[src/rtl/serial_rx_core.sv]
module serial_rx_core #(
  parameter int DATA_W = 8,
  parameter int OVS    = 16,
  localparam int CW    = $clog2(OVS),
  localparam int BW    = $clog2(DATA_W + 1)
) (
  input  logic              clk,
  input  logic              rst_n,
  input  logic              tick,
  input  logic              bit_clk,
  input  logic              rxd,
  input  logic              mode_1x,
  input  logic              par_en,
  input  logic              par_odd,
  input  logic              irq_en,
  input  logic              rts_sw_mode,
  input  logic              rts_sw_val,
  input  logic              rd_stb,
  output logic [DATA_W+7:0] rd_word,
  output logic              rts,
  output logic              irq
);
  localparam logic [2:0] S_HUNT = 3'd0, S_START = 3'd1, S_DATA = 3'd2,
                         S_PAR  = 3'd3, S_STOP  = 3'd4;
  localparam logic [CW-1:0] C7   = CW'(OVS/2 - 1);
  localparam logic [CW-1:0] C8   = CW'(OVS/2);
  localparam logic [CW-1:0] C9   = CW'(OVS/2 + 1);
  localparam logic [CW-1:0] CEND = CW'(OVS - 1);
  localparam logic [BW-1:0] NLAST = BW'(DATA_W - 1);

  logic [1:0] rx_sy, bc_sy;
  logic bc_q, rx_last, s7, s8, vbit, pbit;
  logic [2:0] st;
  logic [CW-1:0] cnt;
  logic [BW-1:0] nb;
  logic [DATA_W-1:0] sh, dat;
  logic rdy, pe, fe, brk, ovr;

  wire rx_s    = rx_sy[1];
  wire bc_rise = bc_sy[1] & ~bc_q;
  wire ev      = mode_1x ? bc_rise : tick;
  wire maj_now = (s7 & s8) | (s7 & rx_s) | (s8 & rx_s);
  wire bit_end = mode_1x ? ev : (ev && (st == S_STOP ? cnt == C9 : cnt == CEND));
  wire bval    = mode_1x ? rx_s : (st == S_STOP ? maj_now : vbit);
  wire fire    = ev && st == S_HUNT && !rx_s && rx_last;
  wire done    = bit_end && st == S_STOP;

  always_ff @(posedge clk or negedge rst_n) begin
    if (!rst_n) begin
      rx_sy <= 2'b11; bc_sy <= 2'b00; bc_q <= 1'b0;
    end else begin
      rx_sy <= {rx_sy[0], rxd};
      bc_sy <= {bc_sy[0], bit_clk};
      bc_q  <= bc_sy[1];
    end
  end

  always_ff @(posedge clk or negedge rst_n) begin
    if (!rst_n) begin
      rx_last <= 1'b1; cnt <= '0; s7 <= 1'b1; s8 <= 1'b1; vbit <= 1'b1;
    end else if (ev) begin
      rx_last <= rx_s;
      if (!mode_1x) begin
        if (fire) cnt <= CW'(1);
        else if (st != S_HUNT) cnt <= cnt + CW'(1);
        if (cnt == C7) s7 <= rx_s;
        if (cnt == C8) s8 <= rx_s;
        if (cnt == C9) vbit <= maj_now;
      end
    end
  end

  always_ff @(posedge clk or negedge rst_n) begin
    if (!rst_n) begin
      st <= S_HUNT; nb <= '0; sh <= '0; pbit <= 1'b0;
    end else begin
      case (st)
        S_HUNT: if (fire) begin
          st <= mode_1x ? S_DATA : S_START;
          nb <= '0;
          pbit <= 1'b0;
        end
        S_START: begin
          if (ev && cnt == C8 && rx_s) st <= S_HUNT;
          else if (bit_end) st <= S_DATA;
        end
        S_DATA: if (bit_end) begin
          sh <= {bval, sh[DATA_W-1:1]};
          nb <= nb + BW'(1);
          if (nb == NLAST) st <= par_en ? S_PAR : S_STOP;
        end
        S_PAR: if (bit_end) begin
          pbit <= bval;
          st   <= S_STOP;
        end
        S_STOP: if (bit_end) st <= S_HUNT;
        default: st <= S_HUNT;
      endcase
    end
  end

  always_ff @(posedge clk or negedge rst_n) begin
    if (!rst_n) begin
      dat <= '0; rdy <= 1'b0; pe <= 1'b0; fe <= 1'b0; brk <= 1'b0; ovr <= 1'b0;
    end else if (done) begin
      dat <= sh;
      pe  <= par_en && ((^sh ^ pbit) != par_odd);
      fe  <= !bval;
      brk <= !bval && sh == '0 && !(par_en && pbit);
      ovr <= rdy && !rd_stb;
      rdy <= 1'b1;
    end else if (rd_stb) begin
      rdy <= 1'b0;
      ovr <= 1'b0;
    end
  end

  assign rd_word = {3'b000, ovr, brk, fe, pe, rdy, dat};
  assign rts     = rts_sw_mode ? rts_sw_val : rdy;
  assign irq     = irq_en & rdy;
endmodule

[config.mk]
export PLATFORM = sky130hd
export DESIGN_NAME = serial_rx_core
export DESIGN_NICKNAME = d
export VERILOG_FILES = /design/src/rtl/serial_rx_core.sv
export SDC_FILE = /design/constraint.sdc
export NUM_CORES = 1
export LEC_CHECK = 0
export BUFFER_PORTS_ARGS = -buffer_cell sky130_fd_sc_hd__buf_2
export CAP_MARGIN = 20
export CORE_ASPECT_RATIO = 1.25
export CORE_MARGIN = 2
export CORE_UTILIZATION = 56
export DETAILED_ROUTE_END_ITERATION = 12
export PLACE_DENSITY = 0.79
export SYNTH_ARGS = -nofsm -noshare
export SYNTH_HDL_FRONTEND = slang
export SYNTH_SLANG_ARGS = --single-unit
[constraint.sdc]
create_clock -name clk -period 2.4 [get_ports clk]
set_input_delay 0.24 -clock clk [delete_from_list [all_inputs] [get_ports clk]]
set_output_delay 0.24 -clock clk [all_outputs]
set_load 0.05 [all_outputs]
==> summary.txt <==
Setup path
  – CP max FO: 20
  – WP data arrival: 2.27 ns
  – Crit path launch type: register
  – Data required time of the worst path: 2.56 ns
  – Critical setup path kind: register to register
  – Crit end category: register
  – R2R setup slack: 0.28 ns

Timing
  – Max-slew violations: 0
  – Worst hold slack: 0.0445 ns
  – Setup-failing EPs final: 0
  – Fin Setup TNS: 0 ns
  – RSZ-0062 raised after global routing: false
  – Final hold violation count: 0
  – Relative slew slack: 41.3%
  – Slew @ Worst Pin: 0.880 ns
  – Fmax: 473 MHz
  – Worst clock skew: 0.00279 ns
  – Final worst path period share: 88.1%
  – Minimum clock period: 2.12 ns

Floorplan
  – Die footprint: 4350 µm²
  – Initial Utilization: 57.6%
  – I/O Pins: 30
  – Die X-Extent: 59.4 µm
  – Die Ht: 73.2 µm
  – Core area: 3720 µm²
  – Rows: 25

Synthesis
  – Area share of xor/xnor cells in the synthesized design: 2.45%
  – Asr flop ratio synth: 100%
  – Seq/Total Area, Yosys: 49.3%
  – Main synth FF type: dfrtp_1
  – Post-synth EDFFs: 0
  – Netlist cell types: 45
  – Ys Warns: 0
  – Simple logic cell fraction of the synthesized area: 14.3%
  – Largest cells by area after synthesis: dfrtp_1 (42%), dfstp_2 (7.3%), mux2_2 (7.3%)
  – FF+latch count, synth: 42
  – Synth Area per Inst: 10.6 µm²
  – Multiplexer share of the synthesized area: 9.91%
  – Synth area leader: dfrtp_1
  – Post-synthesis compound-gate area fraction: 12.4%
  – Synth top area share: 42.0%
  – Adder-cell share of the synthesized area: 4.66%
  – Cell Area, Synth: 2150 µm²
  – Synth Instances: 203
  – Largest family of logic cells by synthesized area: simple AND/OR/NAND/NOR gates

Global routing
  – Vias in the first global route: 1493
  – Gr usage total: 20.0%
  – Largest net degree at the start of global routing: 43
  – First-pass GRT wire length: 6.57 mm
  – Grt ovf: 0
  – Initial antenna violation count: 0

Run
  – Max-cap viol count: 0

Power and ir drop
  – Power Density: 1140 nW/µm²
  – Peak VDD IR: 0.764 mV
  – Leakage: 0.00114 µW

CTS
  – Post-CTS Setup Bufs: 0
  – # H-tree levels: 2
  – TritonCTS Buffers: 5
  – Longest Clk Path Bufs: 2
  – Clock net sink count: 42
  – Post-cts resize count: 0
  – Cts hold-fix bufs: 0
  – Root buf cell: clkbuf_8
  – Clk_lat worst skew: 0.29 ns
  – Reg clk slew, reported paths: 0.08 ns
  – CTS tree: built

Place
  – Post-DP HPWL: 2.81 mm
  – GPL Wtd Cong: 0.859
  – Placed cell count: 261
  – I/O Buffers: 26

Route
  – Post-route ant nets: 0
  – Drt pass-1 iters: 4
  – Drt wl/cell: 14.3 µm
  – Vias per cell: 5.62
  – WL final: 3.84 mm
  – Vias: 1512
  – DRC Markers: 0
  – First-iteration detailed-routing DRC count: 49

Final layout
  – Non-Filler Instances: 269
  – P&R area growth vs syn: 10.6%
  – Antenna diode count: 0
  – Commonest non-fill, non-tap cell in the layout: dfrtp_1
  – Layout cells sized above 1: 28.8%
  – Layout Utilization: 63.8%
  – Commonest non-fill, non-tap cells in the layout: dfrtp_1 (36), buf_2 (26), nand2_1 (19)
  – Fin nets: 248

Worst hold path
  – Min-Delay Path Class: input pin to register

Outcome
  – Status: finished, final reports clean
through the flow:
stage | area [µm²] | worst slack (ns) | power [µW]
5_1_grt | 2370 | 0.0859 | 2900
3_3_place_gp | 2260 | 0.394 | 2130
4_1_cts | 2370 | 0.282 | 2710
3_5_place_dp | 2260 | 0.302 | 2160
2_1_floorplan | 2150 | 0.533 | 1960
6_report | 2370 | 0.285 | 2700
power by group:
part / total, µW / switching (µW) / internal (µW)
clock: 544 / 234 / 310
sequential: 1110 / 200 / 908
combinational: 1050 / 596 / 450
total: 2700 / 1030 / 1670
cell type report:
class / instances / area [µm²]
multi-input combinational: 136 / 950
timing repair buffer: 29 / 153
inverter: 14 / 52.6
clock inverter: 2 / 37.5
fill: 311 / 1350
sequential: 42 / 1060
clock buffer: 6 / 72.6
tap: 40 / 50.0
registers in the layout, summed over array words and instances, names as in the netlist, 2 cells and up:
| name | count |
|---|---|
| st | 3 |
| dat | 8 |
| cnt | 4 |
| bc_sy | 2 |
| sh | 8 |
| nb | 4 |
| rx_sy | 2 |
critical path, cell delays in order (launching register included):
cell      delay [ns]
dfrtp_1         0.41
inv_1           0.08
ha_1            0.17
nand3b_1        0.08
a21o_2          0.24
o21ai_2         0.24
nand2_1         0.37
o211ai_1        0.29
o31ai_1         0.10
worst paths after layout:
path                            startpoint  endpoint  cells past startpoint
min in group asynchronous            rst_n    cnt[2]                      1
worst min-delay path                   rxd  rx_sy[0]                      1
worst max-delay path                cnt[1]     nb[3]                      8
max in group asynchronous            rst_n    dat[4]                      1
worst min register to register    bc_sy[0]  bc_sy[1]                      0
worst max register to register      cnt[1]     nb[3]                      8
Yosys cell counts (4+ instances only):
master    n
buf_4     9
dfstp_2   6
mux2i_1   4
nor2_1   12
nand2_1  19
inv_1    14
mux2_2   14
xnor2_1   4
a21oi_1   6
o21ai_0  18
nand3_1  13
dfrtp_1  36
ha_1      8
routing by layer:
metal	routed length, µm	share of wire [%]	vias up	track usage [%]
met5	0	0	-	0
li1	-	-	740	-
met4	59	1.5	0	8.08
met3	104	2.7	7	3.55
met2	1980	52	29	33.2
met1	1700	44	736	25.6
cell families (layout without fill, tap and decap cells):
family	count (synthesis)	after routing
other cells	1	3
buf+inv	27	51
compound gates	40	40
xor+xnor	6	6
flops	42	42
simple gates	60	60
mux	19	19
fa+ha+maj	8	8
Power figures use the tool's default switching activity.
